<file path="src/rtl/fm_wr_pkg.sv">
package fm_wr_pkg;
  typedef enum logic [1:0] {
    CYC_IDLE  = 2'd0,
    CYC_WRITE = 2'd1,
    CYC_RESET = 2'd2
  } cyc_e;
endpackage

</file>
<file path="src/rtl/fm_wr_ptr.sv">
module fm_wr_ptr
  import fm_wr_pkg::*;
#(
  parameter int DEPTH = 1024,
  localparam int PTR_W = $clog2(DEPTH)
) (
  input  logic             clk_i,
  input  logic             rst_ni,
  input  cyc_e             cyc_i,
  output logic [PTR_W-1:0] ptr_o
);
  logic [PTR_W-1:0] ptr_q;

  // DEPTH is a power of two, so the increment wraps by itself
  always_ff @(posedge clk_i or negedge rst_ni) begin
    if (!rst_ni)                 ptr_q <= '0;
    else if (cyc_i == CYC_RESET) ptr_q <= '0;
    else if (cyc_i == CYC_WRITE) ptr_q <= ptr_q + PTR_W'(1);
  end

  assign ptr_o = ptr_q;

  p_reset_zero_r1: assert property (@(posedge clk_i) disable iff (!rst_ni)
    cyc_i == CYC_RESET |=> ptr_o == '0);
  p_hold_r3: assert property (@(posedge clk_i) disable iff (!rst_ni)
    cyc_i == CYC_IDLE |=> $stable(ptr_o));
  p_step_r3: assert property (@(posedge clk_i) disable iff (!rst_ni)
    cyc_i == CYC_WRITE |=> ptr_o == $past(ptr_o) + PTR_W'(1));
  p_wrap_r9: assert property (@(posedge clk_i) disable iff (!rst_ni)
    (cyc_i == CYC_WRITE && ptr_o == PTR_W'(DEPTH-1)) |=> ptr_o == '0);
endmodule

</file>
<file path="src/rtl/fm_wr_proto.sv">
module fm_wr_proto
  import fm_wr_pkg::*;
#(
  parameter int MIN_RUN = 80,
  localparam int RUN_W = $clog2(MIN_RUN+1)
) (
  input  logic clk_i,
  input  logic rst_ni,
  input  cyc_e cyc_i,
  output logic rst_err_o,
  output logic short_run_o
);
  localparam logic [RUN_W-1:0] RUN_MAX = RUN_W'(MIN_RUN);

  logic [1:0]       low_q;   // low cycles since last reset edge, saturating at 2
  logic [RUN_W-1:0] run_q;
  logic             armed_q;
  logic             is_rst, new_rst;

  assign is_rst  = (cyc_i == CYC_RESET);
  assign new_rst = is_rst && (low_q != 2'd0);

  always_ff @(posedge clk_i or negedge rst_ni) begin
    if (!rst_ni) begin
      low_q       <= 2'd2;
      run_q       <= '0;
      armed_q     <= 1'b0;
      rst_err_o   <= 1'b0;
      short_run_o <= 1'b0;
    end else begin
      rst_err_o   <= new_rst && (low_q == 2'd1);
      short_run_o <= new_rst && armed_q && (run_q < RUN_MAX);
      if (is_rst) begin
        low_q   <= 2'd0;
        run_q   <= '0;
        armed_q <= 1'b1;
      end else begin
        if (low_q != 2'd2) low_q <= low_q + 2'd1;
        if (cyc_i == CYC_WRITE && run_q != RUN_MAX) run_q <= run_q + RUN_W'(1);
      end
    end
  end

  p_err_cause_r7: assert property (@(posedge clk_i) disable iff (!rst_ni)
    rst_err_o |-> $past(cyc_i) == CYC_RESET);
  p_err_held_r7: assert property (@(posedge clk_i) disable iff (!rst_ni)
    (is_rst && low_q == 2'd0) |=> !rst_err_o);
  p_short_cause_r8: assert property (@(posedge clk_i) disable iff (!rst_ni)
    short_run_o |-> $past(cyc_i) == CYC_RESET);
  p_short_unarmed_r8: assert property (@(posedge clk_i) disable iff (!rst_ni)
    !armed_q |=> !short_run_o);
endmodule

</file>
<file path="src/rtl/fm_wr_stage.sv">
module fm_wr_stage
  import fm_wr_pkg::*;
#(
  parameter int DATA_W     = 8,
  parameter int LINE_WORDS = 16,
  parameter int LINE_AW    = 6,
  localparam int LINE_LG   = $clog2(LINE_WORDS),
  localparam int LINE_BW   = LINE_WORDS*DATA_W
) (
  input  logic               clk_i,
  input  logic               rst_ni,
  input  cyc_e               cyc_i,
  input  logic [LINE_LG-1:0] slot_i,
  input  logic [LINE_AW-1:0] line_i,
  input  logic               ie_i,
  input  logic [DATA_W-1:0]  din_i,
  output logic               arr_we_o,
  output logic [LINE_AW-1:0] arr_line_o,
  output logic [LINE_BW-1:0] arr_data_o,
  output logic [LINE_WORDS-1:0] arr_be_o
);
  logic [LINE_BW-1:0]    nxt_data;
  logic [LINE_WORDS-1:0] nxt_be, stg_be;
  logic                  last_slot, commit;

  assign last_slot = (cyc_i == CYC_WRITE) && (slot_i == LINE_LG'(LINE_WORDS-1));
  // all-masked lines are dropped: the array would not change
  assign commit = (last_slot || cyc_i == CYC_RESET) && (|nxt_be);

  for (genvar k = 0; k < LINE_WORDS; k++) begin : g_slot
    logic [DATA_W-1:0] word_q;
    logic              hit;

    assign hit = (cyc_i == CYC_WRITE) && (slot_i == LINE_LG'(k));
    assign nxt_data[k*DATA_W +: DATA_W] = hit ? din_i : word_q;
    assign nxt_be[k] = hit ? ie_i : stg_be[k];

    always_ff @(posedge clk_i or negedge rst_ni) begin
      if (!rst_ni) begin
        word_q    <= '0;
        stg_be[k] <= 1'b0;
      end else begin
        word_q    <= nxt_data[k*DATA_W +: DATA_W];
        stg_be[k] <= (commit || cyc_i == CYC_RESET) ? 1'b0 : nxt_be[k];
      end
    end
  end

  always_ff @(posedge clk_i or negedge rst_ni) begin
    if (!rst_ni) begin
      arr_we_o   <= 1'b0;
      arr_line_o <= '0;
      arr_data_o <= '0;
      arr_be_o   <= '0;
    end else begin
      arr_we_o <= commit;
      if (commit) begin
        arr_line_o <= line_i;
        arr_data_o <= nxt_data;
        arr_be_o   <= nxt_be;
      end
    end
  end

  p_commit_nonempty_r5: assert property (@(posedge clk_i) disable iff (!rst_ni)
    arr_we_o |-> arr_be_o != '0);
  p_commit_cause_r5: assert property (@(posedge clk_i) disable iff (!rst_ni)
    arr_we_o |-> $past(cyc_i) != CYC_IDLE);
  p_flush_empties_r6: assert property (@(posedge clk_i) disable iff (!rst_ni)
    cyc_i == CYC_RESET |=> stg_be == '0);
  p_reset_quiet_r2: assert property (@(posedge clk_i) disable iff (!rst_ni)
    (cyc_i == CYC_RESET && stg_be == '0) |=> !arr_we_o);
endmodule

</file>
<file path="src/rtl/fm_wr_port.sv">
module fm_wr_port
  import fm_wr_pkg::*;
#(
  parameter int DATA_W     = 8,
  parameter int DEPTH      = 1024,
  parameter int LINE_WORDS = 16,
  parameter int MIN_RUN    = 80,
  localparam int PTR_W     = $clog2(DEPTH),
  localparam int LINE_LG   = $clog2(LINE_WORDS),
  localparam int LINE_AW   = PTR_W - LINE_LG,
  localparam int LINE_BW   = LINE_WORDS*DATA_W
) (
  input  logic                  clk_i,
  input  logic                  rst_ni,
  input  logic                  rstw_i,
  input  logic                  we_i,
  input  logic                  ie_i,
  input  logic [DATA_W-1:0]     din_i,
  output logic [PTR_W-1:0]      wr_ptr_o,
  output logic                  arr_we_o,
  output logic [LINE_AW-1:0]    arr_line_o,
  output logic [LINE_BW-1:0]    arr_data_o,
  output logic [LINE_WORDS-1:0] arr_be_o,
  output logic                  rst_err_o,
  output logic                  short_run_o
);
  cyc_e cyc;

  // reset wins over write; enables are ignored in a reset cycle
  assign cyc = rstw_i ? CYC_RESET : (we_i ? CYC_WRITE : CYC_IDLE);

  fm_wr_ptr #(.DEPTH(DEPTH)) u_ptr (
    .clk_i (clk_i),
    .rst_ni(rst_ni),
    .cyc_i (cyc),
    .ptr_o (wr_ptr_o)
  );

  fm_wr_stage #(
    .DATA_W    (DATA_W),
    .LINE_WORDS(LINE_WORDS),
    .LINE_AW   (LINE_AW)
  ) u_stage (
    .clk_i     (clk_i),
    .rst_ni    (rst_ni),
    .cyc_i     (cyc),
    .slot_i    (wr_ptr_o[LINE_LG-1:0]),
    .line_i    (wr_ptr_o[PTR_W-1:LINE_LG]),
    .ie_i      (ie_i),
    .din_i     (din_i),
    .arr_we_o  (arr_we_o),
    .arr_line_o(arr_line_o),
    .arr_data_o(arr_data_o),
    .arr_be_o  (arr_be_o)
  );

  fm_wr_proto #(.MIN_RUN(MIN_RUN)) u_proto (
    .clk_i      (clk_i),
    .rst_ni     (rst_ni),
    .cyc_i      (cyc),
    .rst_err_o  (rst_err_o),
    .short_run_o(short_run_o)
  );

  p_line_index_r5: assert property (@(posedge clk_i) disable iff (!rst_ni)
    (we_i && !rstw_i && wr_ptr_o[LINE_LG-1:0] == LINE_LG'(LINE_WORDS-1) && ie_i)
      |=> arr_we_o && arr_line_o == $past(wr_ptr_o[PTR_W-1:LINE_LG]));
  p_masked_slot_r4: assert property (@(posedge clk_i) disable iff (!rst_ni)
    (we_i && !rstw_i && !ie_i && wr_ptr_o[LINE_LG-1:0] == LINE_LG'(LINE_WORDS-1))
      |=> !arr_we_o || !arr_be_o[LINE_WORDS-1]);
endmodule

</file>
<file path="config.mk">
export PLATFORM = sky130hd
export DESIGN_NAME = fm_wr_port
export DESIGN_NICKNAME = d
export VERILOG_FILES = /design/src/rtl/fm_wr_pkg.sv /design/src/rtl/fm_wr_ptr.sv /design/src/rtl/fm_wr_proto.sv /design/src/rtl/fm_wr_stage.sv /design/src/rtl/fm_wr_port.sv
export SDC_FILE = /design/constraint.sdc
export NUM_CORES = 1
export LEC_CHECK = 0
export BUFFER_PORTS_ARGS = -buffer_cell sky130_fd_sc_hd__buf_2
export CAP_MARGIN = 20
export CORE_UTILIZATION = 45
export CTS_CLUSTER_SIZE = 40
export DETAILED_ROUTE_END_ITERATION = 6
export GPL_TIMING_DRIVEN = 0
export PLACE_DENSITY = 0.62
export SLEW_MARGIN = 20
export SYNTH_ARGS = -nofsm -noshare
export SYNTH_HDL_FRONTEND = slang
export SYNTH_HIERARCHICAL = 1
export SYNTH_SLANG_ARGS = --single-unit
</file>
<file path="constraint.sdc">
create_clock -name clk_i -period 3.56 [get_ports clk_i]
set_clock_uncertainty 0.15 [all_clocks]
set_input_delay 0.89 -clock clk_i [delete_from_list [all_inputs] [get_ports clk_i]]
set_output_delay 0.89 -clock clk_i [all_outputs]
set_load 0.02 [all_outputs]
</file>
### Word-level counts from Yosys, hierarchy flattened

Cells that the tools add are included.

* register bits after elaboration: 317
* input port bits: 13
* output and inout bits: 163
* logic and storage cells: 152

* add/sub/neg operators: 3
* $lt $le $gt $ge: 1
* equality and inequality tests: 20
* multiplexer cells: 56
* reductions and logical operators: 30

Operator list (number)
* $mux W8: 16
* $mux W1: 33
* $eq A4 B4 Y1 const B: 8
* $logic_and A1 B1 Y1: 22
* $mux W10: 2
* $eq A4 B3 Y1 const B: 4
* $reduce_or A16 Y1: 1
* $mux W7: 2
* $add A10 B1 Y10 const B: 1
* $eq A4 B2 Y1 const B: 2
* $reduce_bool A2 Y1: 4
* $add A7 B1 Y7 const B: 1
* $lt A7 B7 Y1 const B: 1
* $ne A7 B7 Y1 const B: 1
* $mux W2: 3
* $eq A2 B1 Y1 const B: 2
* $eq A4 B1 Y1 const B: 1
* $logic_not A4 Y1: 1
* $add A2 B1 Y2 const B: 1
* $eq A2 B2 Y1 const B: 1
* $logic_or A1 B1 Y1: 2
* $ne A2 B2 Y1 const B: 1

### Logic depth before layout (Yosys ltp)

Gate-level depths: netlist (run 1).

* depth after elaboration: 9
* gate-level depth with buffers: 10
* gate-level depth less buffers: 7

### Cells and area by module

Netlist (run 1), hierarchy kept.

By module, submodules not included
* fm_wr_stage: instances 1, cells each 782, area each 11808.8 µm², seq. area each 7382.1 µm²
* fm_wr_proto: instances 1, cells each 76, area each 726.9 µm², seq. area each 301.5 µm²
* fm_wr_ptr: instances 1, cells each 54, area each 519.2 µm², seq. area each 250.2 µm²
* fm_wr_port: instances 1, cells each 1, area each 13.8 µm², seq. area each 0.0 µm²

### Worst setup path before layout (run 1)

Ideal clock, no wire load.

* kind: input -> register
* from: input we_i
* to: register u_stage.arr_data_o[100]
* library setup time: 0.125 ns
* arrival time: 3.092 ns
* required time: 3.285 ns
* slack: 0.193 ns
* stages: 10
* buffers on the path: 3
* path through: nor2b_4 -> or4b_4 -> o21ai_0 -> nand4_1 -> nor4bb_1 -> buf_2 -> a31oi_2 -> buf_6 -> buf_6 -> mux2_4

* word-level cells in the longest chain between the ends: 7
* elaborated cells on any way between the ends: 40
* those cells by class: 2 x eq/ne; 19 x mux; 19 x reduce/logical

Ends and longest elaborated chain
* start, declared: line fm_wr_port.sv:16 `input logic we_i,`
* $mux W1 *: line fm_wr_port.sv:30 `assign cyc = rstw_i ? CYC_RESET : (we_i ? CYC_WRITE : CYC_IDLE);`
* $mux W2 *: line fm_wr_port.sv:30
* $eq A2 B1 Y1: line fm_wr_stage.sv:26, fm_wr_stage.sv:34
* $logic_and A1 B1 Y1 (on tied branches): line fm_wr_stage.sv:34, fm_wr_stage.sv:26
* $mux W1: line fm_wr_stage.sv:36 `assign nxt_be[k] = hit ? ie_i : stg_be[k];`
* $reduce_or A16 Y1: line fm_wr_stage.sv:28 `assign commit = (last_slot || cyc_i == CYC_RESET) && (|nxt_be);`
* $logic_and A1 B1 Y1: line fm_wr_stage.sv:28
* end signal, assigned: line fm_wr_stage.sv:59 `arr_data_o <= nxt_data;`
* end, declared: line fm_wr_stage.sv:19 `output logic [LINE_BW-1:0] arr_data_o,`

Mark *: on every way between the ends. The rest lies on a longest branch, timed or not.
A chain may end at the register's enable or synchronous reset.

### Worst setup path after layout (run 1)

* from: input rstw_i
* to: register u_stage.arr_data_o[124]

* word-level cells in the longest chain between the ends: 6
* elaborated cells on any way between the ends: 39
* those cells by class: 2 x eq/ne; 18 x mux; 19 x reduce/logical

Ends and longest elaborated chain
* start, declared: line fm_wr_port.sv:15 `input logic rstw_i,`
* $mux W2 *: line fm_wr_port.sv:30
* via cyc[0]: line fm_wr_port.sv:27 `cyc_e cyc;`
* $eq A2 B1 Y1: line fm_wr_stage.sv:26, fm_wr_stage.sv:34
* $logic_and A1 B1 Y1 (on tied branches): line fm_wr_stage.sv:34, fm_wr_stage.sv:26
* $mux W1: line fm_wr_stage.sv:36
* $reduce_or A16 Y1: line fm_wr_stage.sv:28
* $logic_and A1 B1 Y1: line fm_wr_stage.sv:28

The timed path passes the listed nets; every way through them passes the cells marked *.

==> results of run 1 <==
power groups by stage:
| stage | Clock, µW | Combinational, µW | Sequential [µW] |
|---|---|---|---|
| after detailed placement | 0 | 2830 | 4870 |
| after floorplan | 0 | 1250 | 5450 |
| final | 3880 | 2810 | 4810 |
| after global routing | 4110 | 3030 | 4910 |
| after global placement | 0 | 2770 | 4850 |
| after CTS | 3980 | 2850 | 4820 |
logic make-up after synthesis:
kind of cell / after synthesis / synth area share [%]
AO/OA/AOI/OAI: 98 / 5.36
XOR/XNOR: 1 / 0.0670
adder cells (fa/ha/maj): 7 / 0.670
buffers and inverters: 67 / 2.56
flip-flops: 317 / 60.7
multiplexers: 255 / 23.9
AND/OR/NAND/NOR: 168 / 6.69
worst reg2reg max path: stages (launching register included):
cell and delay [ns]:
dfrtp_1 0.46, buf_2 0.21, or4b_4 0.60, o21ai_1 0.24, nand4_1 0.12, nor4bb_1 0.25
buf_2 0.24, a31oi_4 0.20, buf_6 0.25, buf_6 0.17, mux2_1 0.34
per-layer routing:
metal / part of all wire [%] / GRT usage [%]
met3: 5.9 / 5.08
met4: 1.9 / 5.73
met5: 0 / 0
met2: 46 / 31.3
met1: 46 / 27.5
state kept, by name (all words and copies together), names as in the netlist:
name and cells:
u_proto/run_q 7, u_stage/g_slot.word_q 128, u_stage/arr_we_o 1, u_stage/arr_be_o 16, u_proto/low_q 2, u_proto/rst_err_o 1, u_ptr/ptr_o 10, u_stage/arr_line_o 6
u_stage/stg_be 16, u_proto/armed_q 1, u_stage/arr_data_o 128, u_proto/short_run_o 1
per-stage QoR:
step | cells | TNS [ns]
after floorplan | 913 | 0
after global placement | 1472 | -1599.46
after detailed placement | 1475 | -147.82
after CTS | 1543 | 0
after global routing | 1546 | 0
final | 1546 | 0
cells in the mapped netlist (all sizes together), types with 6 or more instances:
cell type  instances  share of area (%)
buf               21                1.2
inv               24               0.69
o21ai             29                1.1
nand3             10               0.38
nor2              30               0.86
nor2b              7               0.39
a21oi             10               0.38
nand2b             9               0.43
a311o             11               0.84
clkbuf            22               0.63
mux2             251                 24
o221ai             6               0.40
nand2             75                2.2
o21a              14               0.80
ha                 7               0.67
dfrtp            316                 61
cell type report:
cell class | instances | area, µm² | share of cell area [%]
timing repair buffer | 182 | 998 | 6.29
inverter | 24 | 90.1 | 0.568
sequential | 317 | 7930 | 50.0
tap | 384 | 480 | 3.03
multi-input combinational | 530 | 4850 | 30.6
buffer | 43 | 244 | 1.54
clock buffer | 51 | 1040 | 6.55
clock inverter | 15 | 226 | 1.43
placed cells by master (no fill, tap or decap), drive strengths merged, types with 9 or more instances in the layout:
cell,count
o21a,14
a311o,11
clkbuf,73
nand2b,9
nor2,30
buf,203
nand2,75
dfrtp,316
nand3,10
o21ai,29
a21oi,10
inv,25
mux2,251
path summary, 6_finish.rpt:
path	start	endpoint	slack [ns]	cells after the start
worst min register to register	u_proto/armed_q	u_proto/armed_q	0.31	1
worst max-delay path	rstw_i	u_stage/arr_data_o[124]	0.10	11
worst min-delay path	rst_ni	u_proto/rst_err_o	0.15	1
worst max register to register	u_ptr/ptr_o[1]	u_stage/arr_data_o[124]	0.22	10
max in group asynchronous	rst_ni	u_stage/g_slot[0].word_q[2]	1.90	3
min in group clk_i	u_proto/armed_q	u_proto/armed_q	0.31	1
timing repair:
action	4_1_cts	5_1_grt
buffers inserted	1	3
resized for setup	8	6
gates cloned	1	0
pin swaps	0	2
endpoints found under the setup margin	161	158
hold buffers	0	0
==> results.json, run 1 <==
{
  "gr-total-overflow": 0,
  "crit_required_ns": 3.80,
  "num_rows": 62,
  "viasPerCell": 5.20,
  "period_share_pct": 97.1,
  "p_seq_share_pct": 41.8,
  "initial_core_util_pct": 45.7,
  "port_buffers": 175,
  "endpoint_kind": "flop",
  "diodes": 0,
  "clock.fmax_mhz": 289,
  "path_class": "input port to flop",
  "worst_pin_slew_ns": 0.941,
  "fin_area_um2": 15900,
  "fin_total_pwr_uw": 11500,
  "synth-async-reset-ratio_pct": 100,
  "cts_buffer_depth": 3,
  "drt_first_pass_iters": 5,
  "cts_tree": "yes",
  "fp.dieH_um": 172,
  "cp_slowest_stage_delay_ns": 0.54,
  "synth.avg_cell_area_um2": 14.3,
  "drive_gt1_share_pct": 45.3,
  "initialDrtViolationCount": 449,
  "status": "finished, final reports clean",
  "fin_nets": 1155,
  "grtUsageTotal_pct": 20.0,
  "cp-start-kind": "input port",
  "routed_wl_um": 29500,
  "gpl.final_weighted_congestion": 0.845,
  "ys_seq_elements": 317,
  "synth_flop_cell": "dfrtp_1",
  "rsz0062_at_grt": "false",
  "io_pins": 176,
  "slew_violations": 0,
  "p_sw_uw": 3400,
  "cts_buffers": 37,
  "grt_pass1_wl_um": 45000,
  "final_util_pct": 55.4,
  "syn2layout_area_growth_pct": 21.4,
  "cp_max_fo": 17,
  "max_slew_margin_pct": 37.0,
  "path_cells": "buf_2, nor2b_4, or4b_4, o21ai_1, nand4_1, nor4bb_1, buf_2, a31oi_4, buf_6, buf_6, mux2_1",
  "grt_pass1_vias": 7946,
  "synth.distinct_cells": 55,
  "die-area_um2": 29700,
  "final.min_clock_period_ns": 3.46,
  "synth_edf_count": 0,
  "antenna_left": 0,
  "detailroute.via_count": 8035,
  "grt_antenna_before_repair": 0,
  "timing.final.ws_setup_ns": 0.103,
  "die_w_um": 172,
  "cap_violations": 0,
  "swShare_pct": 29.6,
  "ir_drop_v": 0.000518,
  "clock_power_share_pct": 33.7,
  "fill_cells": 2389,
  "insertion_delay_ns": 0.52,
  "path_clk_slew_ns": 0.06,
  "hp-class": "input port to async pin",
  "yosys_warnings": 6,
  "timing.hold.ws_ns": 0.150,
  "finalHoldViolations": 0,
  "path_buf_inv": 4,
  "wl_per_cell_um": 19.1,
  "hpwlAfterDp_um": 19600,
  "setup_viol": 0,
  "grt_start_max_net_pins": 97,
  "ys_seq_area_share_pct": 60.7,
  "path_delay_family": "simple AND/OR/NAND/NOR gates",
  "syn_area_um2": 13100,
  "clock-root-buffer": "clkbuf_16",
  "pwr-share-comb_pct": 24.5,
  "cts.sinks": 317,
  "p_per_area_nw_per_um2": 725,
  "synth_cells": 913,
  "drc": 0,
  "arrival_ns": 3.69,
  "coreArea_um2": 28600,
  "syn_nets": 933,
  "slowest_stage": "or4b_4",
  "h-tree-depth": 2,
  "dp_slack_ns": -1.02,
  "placed_area_um2": 14500,
  "p_leak_uw": 0.00806,
  "internal_power_uw": 8100
}
No activity file was read; power rests on OpenSTA's default activity.
==> inputs of run 2 (changes only) <==
==> constraint.sdc (replaced) <==
create_clock -name clk_i -period 3.56 [get_ports clk_i]
set_clock_uncertainty 0.15 [all_clocks]
set_input_delay 0.712 -clock clk_i [delete_from_list [all_inputs] [get_ports clk_i]]
set_output_delay 0.712 -clock clk_i [all_outputs]
set_load 0.02 [all_outputs]
==> results.json, run 2 (synthesized netlist as in run 1, its figures left out) <==
{
  "diodes": 0,
  "setup_viol": 0,
  "cts_tree": "yes",
  "wl_per_cell_um": 19.1,
  "grt_antenna_before_repair": 0,
  "path_class": "input port to flop",
  "p_leak_uw": 0.00805,
  "grt_start_max_net_pins": 97,
  "r2r_cells": 10,
  "antenna_left": 0,
  "internal_power_uw": 8090,
  "clock.fmax_mhz": 290,
  "cts_buffer_depth": 3,
  "worst_pin_slew_ns": 0.986,
  "routed_wl_um": 29400,
  "coreArea_um2": 28600,
  "die_w_um": 172,
  "fin_nets": 1153,
  "final.min_clock_period_ns": 3.44,
  "h-tree-depth": 2,
  "hp-class": "flop to flop",
  "cp_max_fo": 16,
  "holdPathEnd": "u_proto/armed_q",
  "cap_violations": 0,
  "pwr-share-comb_pct": 24.4,
  "max_slew_margin_pct": 34.0,
  "syn2layout_area_growth_pct": 21.3,
  "gpl.final_weighted_congestion": 0.845,
  "slew_violations": 0,
  "cp-start-kind": "input port",
  "grt_pass1_vias": 7931,
  "grtUsageTotal_pct": 19.9,
  "drt_first_pass_iters": 4,
  "rr_startpoint": "u_ptr/ptr_o[1]",
  "swShare_pct": 29.5,
  "clock_power_share_pct": 33.7,
  "num_rows": 62,
  "p_seq_share_pct": 41.8,
  "path_cells": "buf_2, nor2b_4, or4b_4, o21ai_0, nand4_1, nor4bb_1, buf_2, a31oi_4, buf_6, buf_6, mux2_1",
  "detailroute.via_count": 8004,
  "fp.dieH_um": 172,
  "final_common_cell": "dfrtp_1",
  "top_regs": "u_stage/arr_data_o (128), u_stage/g_slot.word_q (128)",
  "initialDrtViolationCount": 471,
  "ff2ff_setup_slack_ns": 0.15,
  "arrival_ns": 3.68,
  "insertion_delay_ns": 0.51,
  "port_buffers": 175,
  "cts_buffers": 37,
  "hpwlAfterDp_um": 19600,
  "io_pins": 176,
  "drive_gt1_share_pct": 45.0,
  "grt_pass1_wl_um": 44800,
  "gr-total-overflow": 0,
  "layout_common_cells": "316 x dfrtp_1, 186 x buf_2, 173 x mux2_2",
  "clock-root-buffer": "clkbuf_16",
  "instances_no_fill": 1544,
  "initial_core_util_pct": 45.7,
  "dp_cells": 1475,
  "worstHoldStart": "u_proto/armed_q",
  "whs_path_depth": 1,
  "p_sw_uw": 3390,
  "endpoint_kind": "flop",
  "fin_area_um2": 15800,
  "period_share_pct": 96.7,
  "slowest_stage": "or4b_4",
  "ir_drop_v": 0.000517,
  "crit_required_ns": 3.80,
  "cts.sinks": 317,
  "placed_area_um2": 14500,
  "cp_slowest_stage_delay_ns": 0.55,
  "viasPerCell": 5.18,
  "status": "finished, final reports clean",
  "r2r-end": "u_stage/arr_data_o[124]",
  "rsz0062_at_grt": "false",
  "p_per_area_nw_per_um2": 725,
  "finalHoldViolations": 0,
  "drc": 0,
  "die-area_um2": 29700,
  "path_clk_slew_ns": 0.06
}
==> run 2: worst max path at each step <==
stage	end	cells past startpoint	startpoint	slack, ns
final	u_stage/arr_data_o[124]	11	rstw_i	0.12
after global routing	u_stage/arr_data_o[124]	11	rstw_i	0.002
after CTS	u_stage/arr_data_o[124]	10	u_ptr/ptr_o[3]	0.01
after detailed placement	u_stage/arr_data_o[124]	10	rstw_i	-0.84
after global placement	u_stage/arr_data_o[52]	1	rst_ni	-4.45
after floorplan	u_stage/arr_data_o[100]	10	we_i	0.37
==> run 2: power by group through the flow <==
stage | Sequential, µW | Clock [µW] | Combinational (µW)
2_1_floorplan | 5450 | 0 | 1250
3_3_place_gp | 4850 | 0 | 2770
3_5_place_dp | 4870 | 0 | 2830
4_1_cts | 4820 | 3980 | 2840
5_1_grt | 4910 | 4110 | 3030
6_report | 4810 | 3870 | 2810
==> run 2: final cells by class <==
cell class	count	area [µm²]
timing repair buffer	181	993
buffer	43	245
tap	384	480
clock buffer	51	1040
clock inverter	15	226
inverter	24	90.1
multi-input combinational	529	4840
fill	2389	12800
sequential	317	7930
==> run 2: repair_timing <==
action                                 CTS  global route
buffers inserted                         0             2
endpoints found under the hold margin    4             0
hold buffers                             1             0
pin swaps                                0             2
setup endpoints to repair              150           160
gates resized for setup                  5             7
==> run 2: per-layer routing <==
metal | vias up | wire [µm] | global-route usage [%] | part of all wire, %
met2 | 182 | 13500 | 31.2 | 46
met3 | 45 | 1660 | 5.06 | 5.6
met5 | - | 0 | 0 | 0
met1 | 4075 | 13800 | 27.4 | 47
met4 | 0 | 561 | 5.73 | 1.9
li1 | 3702 | - | - | -
==> run 2: critical path: cells and delay by family <==
family | cells | cell delay [ns]
buffers and inverters | 4 | 0.88
AND/OR/NAND/NOR | 4 | 1.25
multiplexers | 1 | 0.33
AO/OA/AOI/OAI | 2 | 0.49
==> run 2: through the flow <==
step           total power [µW]  hold WS, ns  worst slack [ns]   TNS, ns  utilization (%)
2_1_floorplan              6700        0.266             0.371         0                -
3_3_place_gp               7610        0.292             -4.45  -1513.49             50.4
3_5_place_dp               7690        0.303            -0.843   -118.27             50.7
4_1_cts                   11600        0.317            0.0147         0             55.2
5_1_grt                   12000        0.325           0.00191         0             55.4
6_report                  11500        0.312             0.116         0             55.4
